[src/rtl/twopt_cal_pkg.sv]
`timescale 1ns/1ps
package twopt_cal_pkg;
  // coefficient engine phases
  typedef enum logic [1:0] {
    CE_IDLE  = 2'd0,
    CE_GAIN  = 2'd1,
    CE_OFFS  = 2'd2
  } ce_state_e;
endpackage

[src/rtl/cal_seq_divider.sv]
`timescale 1ns/1ps
// Unsigned restoring divider, one quotient bit per cycle, W cycles per run.
module cal_seq_divider #(
  parameter int W = 39
) (
  input  logic         clk,
  input  logic         rst_n,
  input  logic         go,
  input  logic [W-1:0] dividend,
  input  logic [W-1:0] divisor,
  output logic [W-1:0] quo,
  output logic         fin
);
  localparam int CW = $clog2(W + 1);

  logic [W-1:0]  rem_q, rem_d, quo_q, quo_d, dvs_q, dvs_d;
  logic [CW-1:0] cnt_q, cnt_d;
  logic          busy_q, busy_d, fin_q, fin_d;
  logic [W:0]    shifted;
  logic          step_en;

  assign step_en = go | busy_q;

  always_comb begin
    rem_d   = rem_q;
    quo_d   = quo_q;
    dvs_d   = dvs_q;
    cnt_d   = cnt_q;
    busy_d  = busy_q;
    fin_d   = 1'b0;
    shifted = {rem_q, quo_q[W-1]};
    if (go) begin
      rem_d  = '0;
      quo_d  = dividend;
      dvs_d  = divisor;
      cnt_d  = '0;
      busy_d = 1'b1;
    end else if (busy_q) begin
      if (shifted >= {1'b0, dvs_q}) begin
        rem_d = W'(shifted - {1'b0, dvs_q});
        quo_d = {quo_q[W-2:0], 1'b1};
      end else begin
        rem_d = shifted[W-1:0];
        quo_d = {quo_q[W-2:0], 1'b0};
      end
      cnt_d = cnt_q + 1'b1;
      if (cnt_q == CW'(W - 1)) begin
        busy_d = 1'b0;
        fin_d  = 1'b1;
      end
    end
  end

  always_ff @(posedge clk or negedge rst_n) begin
    if (!rst_n) begin
      rem_q  <= '0;
      quo_q  <= '0;
      dvs_q  <= '0;
      cnt_q  <= '0;
      busy_q <= 1'b0;
      fin_q  <= 1'b0;
    end else begin
      busy_q <= busy_d;
      fin_q  <= fin_d;
      if (step_en) begin
        rem_q <= rem_d;
        quo_q <= quo_d;
        dvs_q <= dvs_d;
        cnt_q <= cnt_d;
      end
    end
  end

  assign quo = quo_q;
  assign fin = fin_q;

  // a finished division leaves a remainder below the divisor
  assert_rem_below_divisor_R5: assert property (@(posedge clk) disable iff (!rst_n)
    fin_q |-> (rem_q < dvs_q));
endmodule

[src/rtl/cal_coeff_engine.sv]
`timescale 1ns/1ps
// Computes gain and offset from the two reference readings.
module cal_coeff_engine
  import twopt_cal_pkg::*;
#(
  parameter int N     = 10,
  parameter int UNITY = 1000000,
  parameter int SW    = 29,
  parameter int PW    = 39,
  parameter int BW    = 21
) (
  input  logic                 clk,
  input  logic                 rst_n,
  input  logic                 start,
  input  logic [N-1:0]         ref_lo,
  input  logic [N-1:0]         ref_hi,
  output logic [SW-1:0]        scale,
  output logic signed [BW-1:0] bias,
  output logic                 done,
  output logic                 err
);
  localparam logic [PW-1:0]        UNITY_W = PW'(UNITY);
  localparam logic [PW-1:0]        SPAN_X  = UNITY_W << (N - 1);
  localparam logic signed [BW-1:0] NOM0_S  = BW'(1 << (N - 2));

  ce_state_e            st_q, st_d;
  logic [N-1:0]         lo_q, lo_d;
  logic [SW-1:0]        scale_q, scale_d;
  logic signed [BW-1:0] bias_q, bias_d;
  logic                 err_q, err_d;
  logic                 accept, good;
  logic                 div_go, div_fin;
  logic [PW-1:0]        div_dend, div_dvs, div_quo;
  logic [PW-2*N-1:0]    unused_quo_hi;

  assign accept        = start && (st_q == CE_IDLE);
  assign good          = ref_hi > ref_lo;
  assign unused_quo_hi = div_quo[PW-1:2*N];

  always_comb begin
    st_d     = st_q;
    lo_d     = lo_q;
    scale_d  = scale_q;
    bias_d   = bias_q;
    err_d    = err_q;
    div_go   = 1'b0;
    div_dend = SPAN_X;
    div_dvs  = PW'(ref_hi - ref_lo);
    unique case (st_q)
      CE_IDLE: begin
        if (accept) begin
          if (good) begin
            div_go = 1'b1;
            lo_d   = ref_lo;
            err_d  = 1'b0;
            st_d   = CE_GAIN;
          end else begin
            err_d  = 1'b1;
          end
        end
      end
      CE_GAIN: begin
        div_dend = PW'(lo_q) * PW'(div_quo[SW-1:0]);
        div_dvs  = UNITY_W;
        if (div_fin) begin
          scale_d = div_quo[SW-1:0];
          div_go  = 1'b1;
          st_d    = CE_OFFS;
        end
      end
      CE_OFFS: begin
        if (div_fin) begin
          bias_d = NOM0_S - $signed({1'b0, div_quo[2*N-1:0]});
          st_d   = CE_IDLE;
        end
      end
      default: st_d = CE_IDLE;
    endcase
  end

  always_ff @(posedge clk or negedge rst_n) begin
    if (!rst_n) begin
      st_q    <= CE_IDLE;
      lo_q    <= '0;
      scale_q <= SW'(UNITY);
      bias_q  <= '0;
      err_q   <= 1'b0;
    end else begin
      st_q    <= st_d;
      lo_q    <= lo_d;
      scale_q <= scale_d;
      bias_q  <= bias_d;
      err_q   <= err_d;
    end
  end

  cal_seq_divider #(.W(PW)) u_div (
    .clk      (clk),
    .rst_n    (rst_n),
    .go       (div_go),
    .dividend (div_dend),
    .divisor  (div_dvs),
    .quo      (div_quo),
    .fin      (div_fin)
  );

  assign scale = scale_q;
  assign bias  = bias_q;
  assign done  = (st_q == CE_IDLE);
  assign err   = err_q;

  assert_busy_after_start_R5: assert property (@(posedge clk) disable iff (!rst_n)
    (accept && good) |=> !done);
  assert_refused_keeps_coef_R6: assert property (@(posedge clk) disable iff (!rst_n)
    (accept && !good) |=> (err_q && done && $stable(scale_q) && $stable(bias_q)));
  assert_err_cleared_R7: assert property (@(posedge clk) disable iff (!rst_n)
    (accept && good) |=> !err_q);
  assert_start_ignored_busy_R10: assert property (@(posedge clk) disable iff (!rst_n)
    (start && (st_q != CE_IDLE)) |=> ($stable(lo_q) && $stable(err_q)));
endmodule

[src/rtl/cal_sample_path.sv]
`timescale 1ns/1ps
// Two-stage correction: multiply by gain, then divide by unity, add offset, saturate.
module cal_sample_path #(
  parameter int N     = 10,
  parameter int RAW_W = 16,
  parameter int UNITY = 1000000,
  parameter int SW    = 29,
  parameter int PW    = 39,
  parameter int BW    = 21
) (
  input  logic                 clk,
  input  logic                 rst_n,
  input  logic                 in_valid,
  input  logic [RAW_W-1:0]     in_raw,
  input  logic [SW-1:0]        scale,
  input  logic signed [BW-1:0] bias,
  output logic                 out_valid,
  output logic [N-1:0]         out_data
);
  localparam int                     SUMW     = BW + 1;
  localparam logic [RAW_W-1:0]       RAW_MASK = RAW_W'((1 << N) - 1);
  localparam logic [PW-1:0]          UNITY_W  = PW'(UNITY);
  localparam logic signed [SUMW-1:0] MAX_S    = SUMW'((1 << N) - 1);

  logic [PW-1:0]          prod_d, prod_q, quo;
  logic                   vld1_q, vld2_q;
  logic [N-1:0]           data_d, data_q;
  logic signed [SUMW-1:0] sum;
  logic [PW-2*N-1:0]      unused_quo_hi;

  always_comb begin
    prod_d = PW'(in_raw & RAW_MASK) * PW'(scale);
    quo    = prod_q / UNITY_W;
    sum    = $signed({2'b00, quo[2*N-1:0]}) + $signed({bias[BW-1], bias});
    if (sum < 0)
      data_d = '0;
    else if (sum > MAX_S)
      data_d = MAX_S[N-1:0];
    else
      data_d = sum[N-1:0];
  end

  assign unused_quo_hi = quo[PW-1:2*N];

  always_ff @(posedge clk or negedge rst_n) begin
    if (!rst_n) begin
      vld1_q <= 1'b0;
      vld2_q <= 1'b0;
      prod_q <= '0;
      data_q <= '0;
    end else begin
      vld1_q <= in_valid;
      vld2_q <= vld1_q;
      if (in_valid) prod_q <= prod_d;
      if (vld1_q)   data_q <= data_d;
    end
  end

  assign out_valid = vld2_q;
  assign out_data  = data_q;

  assert_clamp_low_R9: assert property (@(posedge clk) disable iff (!rst_n)
    (vld1_q && (sum < 0)) |=> (data_q == '0));
  assert_clamp_high_R9: assert property (@(posedge clk) disable iff (!rst_n)
    (vld1_q && (sum > MAX_S)) |=> (data_q == MAX_S[N-1:0]));
endmodule

[src/rtl/twopt_cal_unit.sv]
`timescale 1ns/1ps
module twopt_cal_unit #(
  parameter int N     = 10,
  parameter int RAW_W = 16,
  parameter int UNITY = 1000000
) (
  input  logic             clk,
  input  logic             rst_n,
  input  logic             cal_start,
  input  logic [N-1:0]     ref_lo,
  input  logic [N-1:0]     ref_hi,
  input  logic             in_valid,
  input  logic [RAW_W-1:0] in_raw,
  output logic             out_valid,
  output logic [N-1:0]     out_data,
  output logic             cal_done,
  output logic             cal_err
);
  localparam int UW = $clog2(UNITY + 1);
  localparam int SW = N - 1 + UW;   // gain width
  localparam int PW = N + SW;       // product / divider width
  localparam int BW = 2 * N + 1;    // signed offset width

  logic [1:0]           rs_q;
  logic                 rst_i;
  logic                 take;
  logic [SW-1:0]        scale;
  logic signed [BW-1:0] bias;

  always_ff @(posedge clk or negedge rst_n) begin
    if (!rst_n) rs_q <= 2'b00;
    else        rs_q <= {rs_q[0], 1'b1};
  end
  assign rst_i = rs_q[1];

  assign take = in_valid & cal_done;

  cal_coeff_engine #(.N(N), .UNITY(UNITY), .SW(SW), .PW(PW), .BW(BW)) u_coef (
    .clk    (clk),
    .rst_n  (rst_i),
    .start  (cal_start),
    .ref_lo (ref_lo),
    .ref_hi (ref_hi),
    .scale  (scale),
    .bias   (bias),
    .done   (cal_done),
    .err    (cal_err)
  );

  cal_sample_path #(.N(N), .RAW_W(RAW_W), .UNITY(UNITY), .SW(SW), .PW(PW), .BW(BW)) u_path (
    .clk       (clk),
    .rst_n     (rst_i),
    .in_valid  (take),
    .in_raw    (in_raw),
    .scale     (scale),
    .bias      (bias),
    .out_valid (out_valid),
    .out_data  (out_data)
  );

  assert_latency_two_R4: assert property (@(posedge clk) disable iff (!rst_i)
    take |-> ##2 out_valid);
  assert_no_stray_output_R8: assert property (@(posedge clk) disable iff (!rst_i)
    !take |-> ##2 !out_valid);
endmodule

[config.mk]
export PLATFORM = sky130hd
export DESIGN_NAME = twopt_cal_unit
export DESIGN_NICKNAME = d
export VERILOG_FILES = /design/src/rtl/twopt_cal_pkg.sv /design/src/rtl/cal_seq_divider.sv /design/src/rtl/cal_coeff_engine.sv /design/src/rtl/cal_sample_path.sv /design/src/rtl/twopt_cal_unit.sv
export SDC_FILE = /design/constraint.sdc
export NUM_CORES = 2
export LEC_CHECK = 0
export BUFFER_PORTS_ARGS = -buffer_cell sky130_fd_sc_hd__buf_2
export CORE_UTILIZATION = 55
export CTS_BUF_LIST = sky130_fd_sc_hd__clkbuf_8
export CTS_CLUSTER_SIZE = 30
export DETAILED_ROUTE_END_ITERATION = 16
export GPL_ROUTABILITY_DRIVEN = 0
export PLACE_DENSITY = 0.71
export RECOVER_POWER = 25
export SETUP_SLACK_MARGIN = 0.5
export SLEW_MARGIN = 0
export SYNTH_ARGS = -nofsm -noshare
export SYNTH_HDL_FRONTEND = slang
export SYNTH_SLANG_ARGS = --single-unit
[constraint.sdc]
create_clock -name clk -period 10.33 [get_ports clk]
set_clock_uncertainty 0.2 [all_clocks]
set_input_delay 1.5495 -clock clk [delete_from_list [all_inputs] [get_ports clk]]
set_output_delay 1.5495 -clock clk [all_outputs]
set_load 0.03 [all_outputs]
==> reports/metrics.yaml <==
track_usage_pct: 30.94
yosys_warnings: 0
final_design_area_no_fill_um2: 48730
synth.top_cells.by_count: "664 x sky130_fd_sc_hd__nand2_1, 431 x sky130_fd_sc_hd__fa_1, 419 x sky130_fd_sc_hd__inv_1"
synthMostInstantiatedCell: "sky130_fd_sc_hd__nand2_1"
post_synth_fa_ha_maj_area_fraction_pct: 29.86
netlist_area_um2: 38700
critical_path.startpoint: "u_path.prod_q[31]$_DFFE_PN0P_"
max_stage_delay_ns: 0.57
grt_antenna_before_repair: 1
power-per-cell-area_nw_per_um2: 86.10
drt_iter0_drc: 2221
timing.fmax_mhz: 43.71
failed_checks: "capacitance limit, slew limit, setup timing"
dp.final_hpwl_mm: 83.41
maxSlewHeadroom_pct: -148.6
rows: 96
drive_gt1_share_pct: 27.12
worst_ep_arrival_time_ns: 23.14
regToRegStartpoint: "u_path.prod_q[31]$_DFFE_PN0P_"
critical_path.startpoint_type: "flip-flop"
critical_path_buf_inv_count: 10
post_synth_xor_area_fraction_pct: 6.695
timing.rr.end: "u_path.out_data[0]$_DFFE_PN0P_"
vias_in_the_first_global_route: 36965
ys_ff_latch: 208
synth_fp_nets: 5303
slew_viol_final: 173
core_area_um2: 69070
p_leak_nw: 24.78
final_period_minus_worst_setup_slack_ns: 22.88
setup.worst_path.class: "flip-flop to flip-flop"
timing.reg2reg.worst_path_depth: 104
synth_simple_gate_area_share_pct: 19.55
synth.lib_cells_used.distinct: 141
timing.max_cap.violations: 3
chipHeight_um: 267.3
globalRouteOverflowTotal: 0
clockBufferDepth: 3
fin_crit_sh_pct: 221.5
pre_repair_dr_iteration_count: 5
synthDominantAreaCellType: "sky130_fd_sc_hd__fa_1"
vias: 36686
synth-compound-area-share_pct: 19.94
fin_total_pwr_w: 0.004196
cp_slowest_cell: "sky130_fd_sc_hd__or4_4"
die-area_um2: 71430
cp-endpoint: "u_path.out_data[0]$_DFFE_PN0P_"
max_slew.worst_pin.slew_ns: 3.729
post_cts_hold_buffer_count: 0
largest_net_degree_at_the_start_of_global_routing: 84
initial_core_util_pct: 56.04
total_cell_area_at_the_placement_stage_um2: 45800
remaining_drc_errors: 0
yosys_most_used_dff: "sky130_fd_sc_hd__dfrtp_1"
netlist.area_leader.share_pct: 22.29
setup.worst_path.end_class: "flip-flop"
timing.critical_path.max_delay_family: "compound AO/OA/AOI/OAI gates"
critPathMaxFanout: 7
route.antenna.remaining_nets: 0
postSynthAreaPerCell_um2: 8.392
crit_cells: 104
io_buffers: 46
setup_ws_ns: -12.55
rsz_0062_raised_after_global_routing: "yes"
numCtsBuffers: 40
largest_voltage_drop_on_the_vdd_net_mv: 0.1821
vias_per_cell: 5.759
synth_seq_area_share_pct: 13.47
finalSetupTns_ns: -125.23
share_of_synthesized_registers_carrying_an_async_set_or_reset_pct: 100.0
status: "finished, violations left"
worst_skew_pair.late_latency_ns: 0.63
clk_pin_slew_ns: 0.06
netlist_top_cells_area: "sky130_fd_sc_hd__fa_1 22%, sky130_fd_sc_hd__dfrtp_1 13%, sky130_fd_sc_hd__ha_1 7.1%"
synth-edff-count: 0
setup_viol: 10
die-width_um: 267.3
timing.final.hold_violations: 0
finalWirelength_mm: 110.5
rrSetupSlack_ns: -12.55
finish.net_count: 6097
synth.area.mux_share_pct: 3.188
worst_ep_required_time_ns: 10.59
synth_top_family_by_area: "adder cells"
grt_pass1_wl_mm: 181.7
io-pin-count: 53
post_drt_wl_per_cell_um: 17.35
cts.root.buffer_cell: "sky130_fd_sc_hd__clkbuf_8"
hold-worst-slack_ns: 0.1522
holdCritPathClass: "flip-flop to flip-flop"
tritoncts: "built"
cts_htree_levels: 2
clock_sinks: 208
area_delta_synth_final_pct: 25.91
syn-instance-count: 4612
-- cells by family (layout without fill, tap and decap cells) --
logic type | after synthesis | in the layout
AND/OR/NAND/NOR | 1552 | 1553
AO/OA/AOI/OAI | 1090 | 1090
buffers and inverters | 686 | 1511
adder cells (fa/ha/maj) | 668 | 668
XOR/XNOR | 289 | 289
flip-flops | 208 | 208
multiplexers | 118 | 118
other | 1 | 2
-- registers in the layout, indices dropped and copies added (netlist names), 2 cells and up --
signal,count
u_coef.u_div.cnt_q,6
u_coef.u_div.quo,39
u_coef.u_div.dvs_q,12
u_coef.lo_q,10
u_coef.scale,29
u_path.out_data,10
u_path.prod_q,33
u_coef.u_div.rem_q,39
rs_q,2
u_coef.st_q,2
u_coef.bias,21
-- through the flow --
| stage | setup WS (ns) | instances | utilization (%) |
|---|---|---|---|
| 6_report | -12.55 | 6370 | 70.56 |
| 5_1_grt | -13.54 | 6370 | 70.56 |
| 4_1_cts | -12.06 | 6320 | 69.15 |
| 3_5_place_dp | -12.55 | 6194 | 66.31 |
| 3_3_place_gp | -12.23 | 6194 | 66.31 |
| 2_1_floorplan | -12.18 | 4612 | - |
-- power by group --
part / total [W] / internal (W) / switching [W]
sequential: 0.000817 / 0.000816 / 0.00000188
clock: 0.00100 / 0.000587 / 0.000417
combinational: 0.00237 / 0.00110 / 0.00128
-- cell type report --
cell class	count	area (um2)
timing repair buffer	1005	7542
inverter	432	1639
fill	5321	20330
sequential	208	5240
tap	931	1165
clock inverter	25	287.8
clock buffer	49	674.4
multi-input combinational	3719	32180
antenna	1	2.502
-- layer usage --
layer / GRT usage, % / wire length (um) / part of all wire, %
met5: 0 / 0 / 0
met4: 9.724 / 3257 / 2.9
met3: 3.282 / 5498 / 5.0
met2: 55.34 / 56190 / 51
met1: 38.97 / 45560 / 41
-- placed cells by master, fill, tap and decap left out, types with 33 or more instances in the layout --
cell type,synthesis,layout
sky130_fd_sc_hd__buf_4,20,932
sky130_fd_sc_hd__nand2_1,664,655
sky130_fd_sc_hd__fa_1,431,430
sky130_fd_sc_hd__inv_1,419,428
sky130_fd_sc_hd__and2_1,266,264
sky130_fd_sc_hd__ha_1,220,218
sky130_fd_sc_hd__nor2_1,226,216
sky130_fd_sc_hd__dfrtp_1,201,188
sky130_fd_sc_hd__o21ai_0,192,171
sky130_fd_sc_hd__xnor2_1,184,171
sky130_fd_sc_hd__a21oi_1,201,152
sky130_fd_sc_hd__a21o_1,129,126
sky130_fd_sc_hd__xor2_1,97,95
sky130_fd_sc_hd__mux2i_1,88,83
sky130_fd_sc_hd__nand3_1,74,71
sky130_fd_sc_hd__nor3_1,74,64
sky130_fd_sc_hd__a211oi_1,71,61
sky130_fd_sc_hd__o21bai_1,58,57
sky130_fd_sc_hd__a21oi_2,11,53
sky130_fd_sc_hd__clkbuf_8,0,49
sky130_fd_sc_hd__buf_2,4,45
sky130_fd_sc_hd__a31oi_1,36,33
sky130_fd_sc_hd__o211ai_1,33,33
-- what timing repair did --
| action | 4_1_cts | 5_1_grt |
|---|---|---|
| gates cloned | 1 | 0 |
| setup endpoints to repair | 11 | 18 |
| setup buffers | 51 | 49 |
| pin swaps | 91 | 127 |
| gates resized for setup | 133 | 133 |
-- worst min path at each step --
stage               slack (ns)  cells after the start              start                                 end
finish                    0.15                      0  rs_q[0]$_DFF_PN0_                   rs_q[1]$_DFF_PN0_
CTS                       0.04                      0  rs_q[1]$_DFF_PN0_  u_coef.u_div.rem_q[21]$_DFFE_PN0P_
detailed placement        0.04                      0  rs_q[1]$_DFF_PN0_  u_coef.u_div.rem_q[25]$_DFFE_PN0P_
floorplan                 0.13                      0  rs_q[0]$_DFF_PN0_                   rs_q[1]$_DFF_PN0_
global route              0.17                      0  rs_q[0]$_DFF_PN0_                   rs_q[1]$_DFF_PN0_
global placement          0.04                      0  rs_q[1]$_DFF_PN0_  u_coef.u_div.rem_q[25]$_DFFE_PN0P_
(Power assumes the default switching activity.)
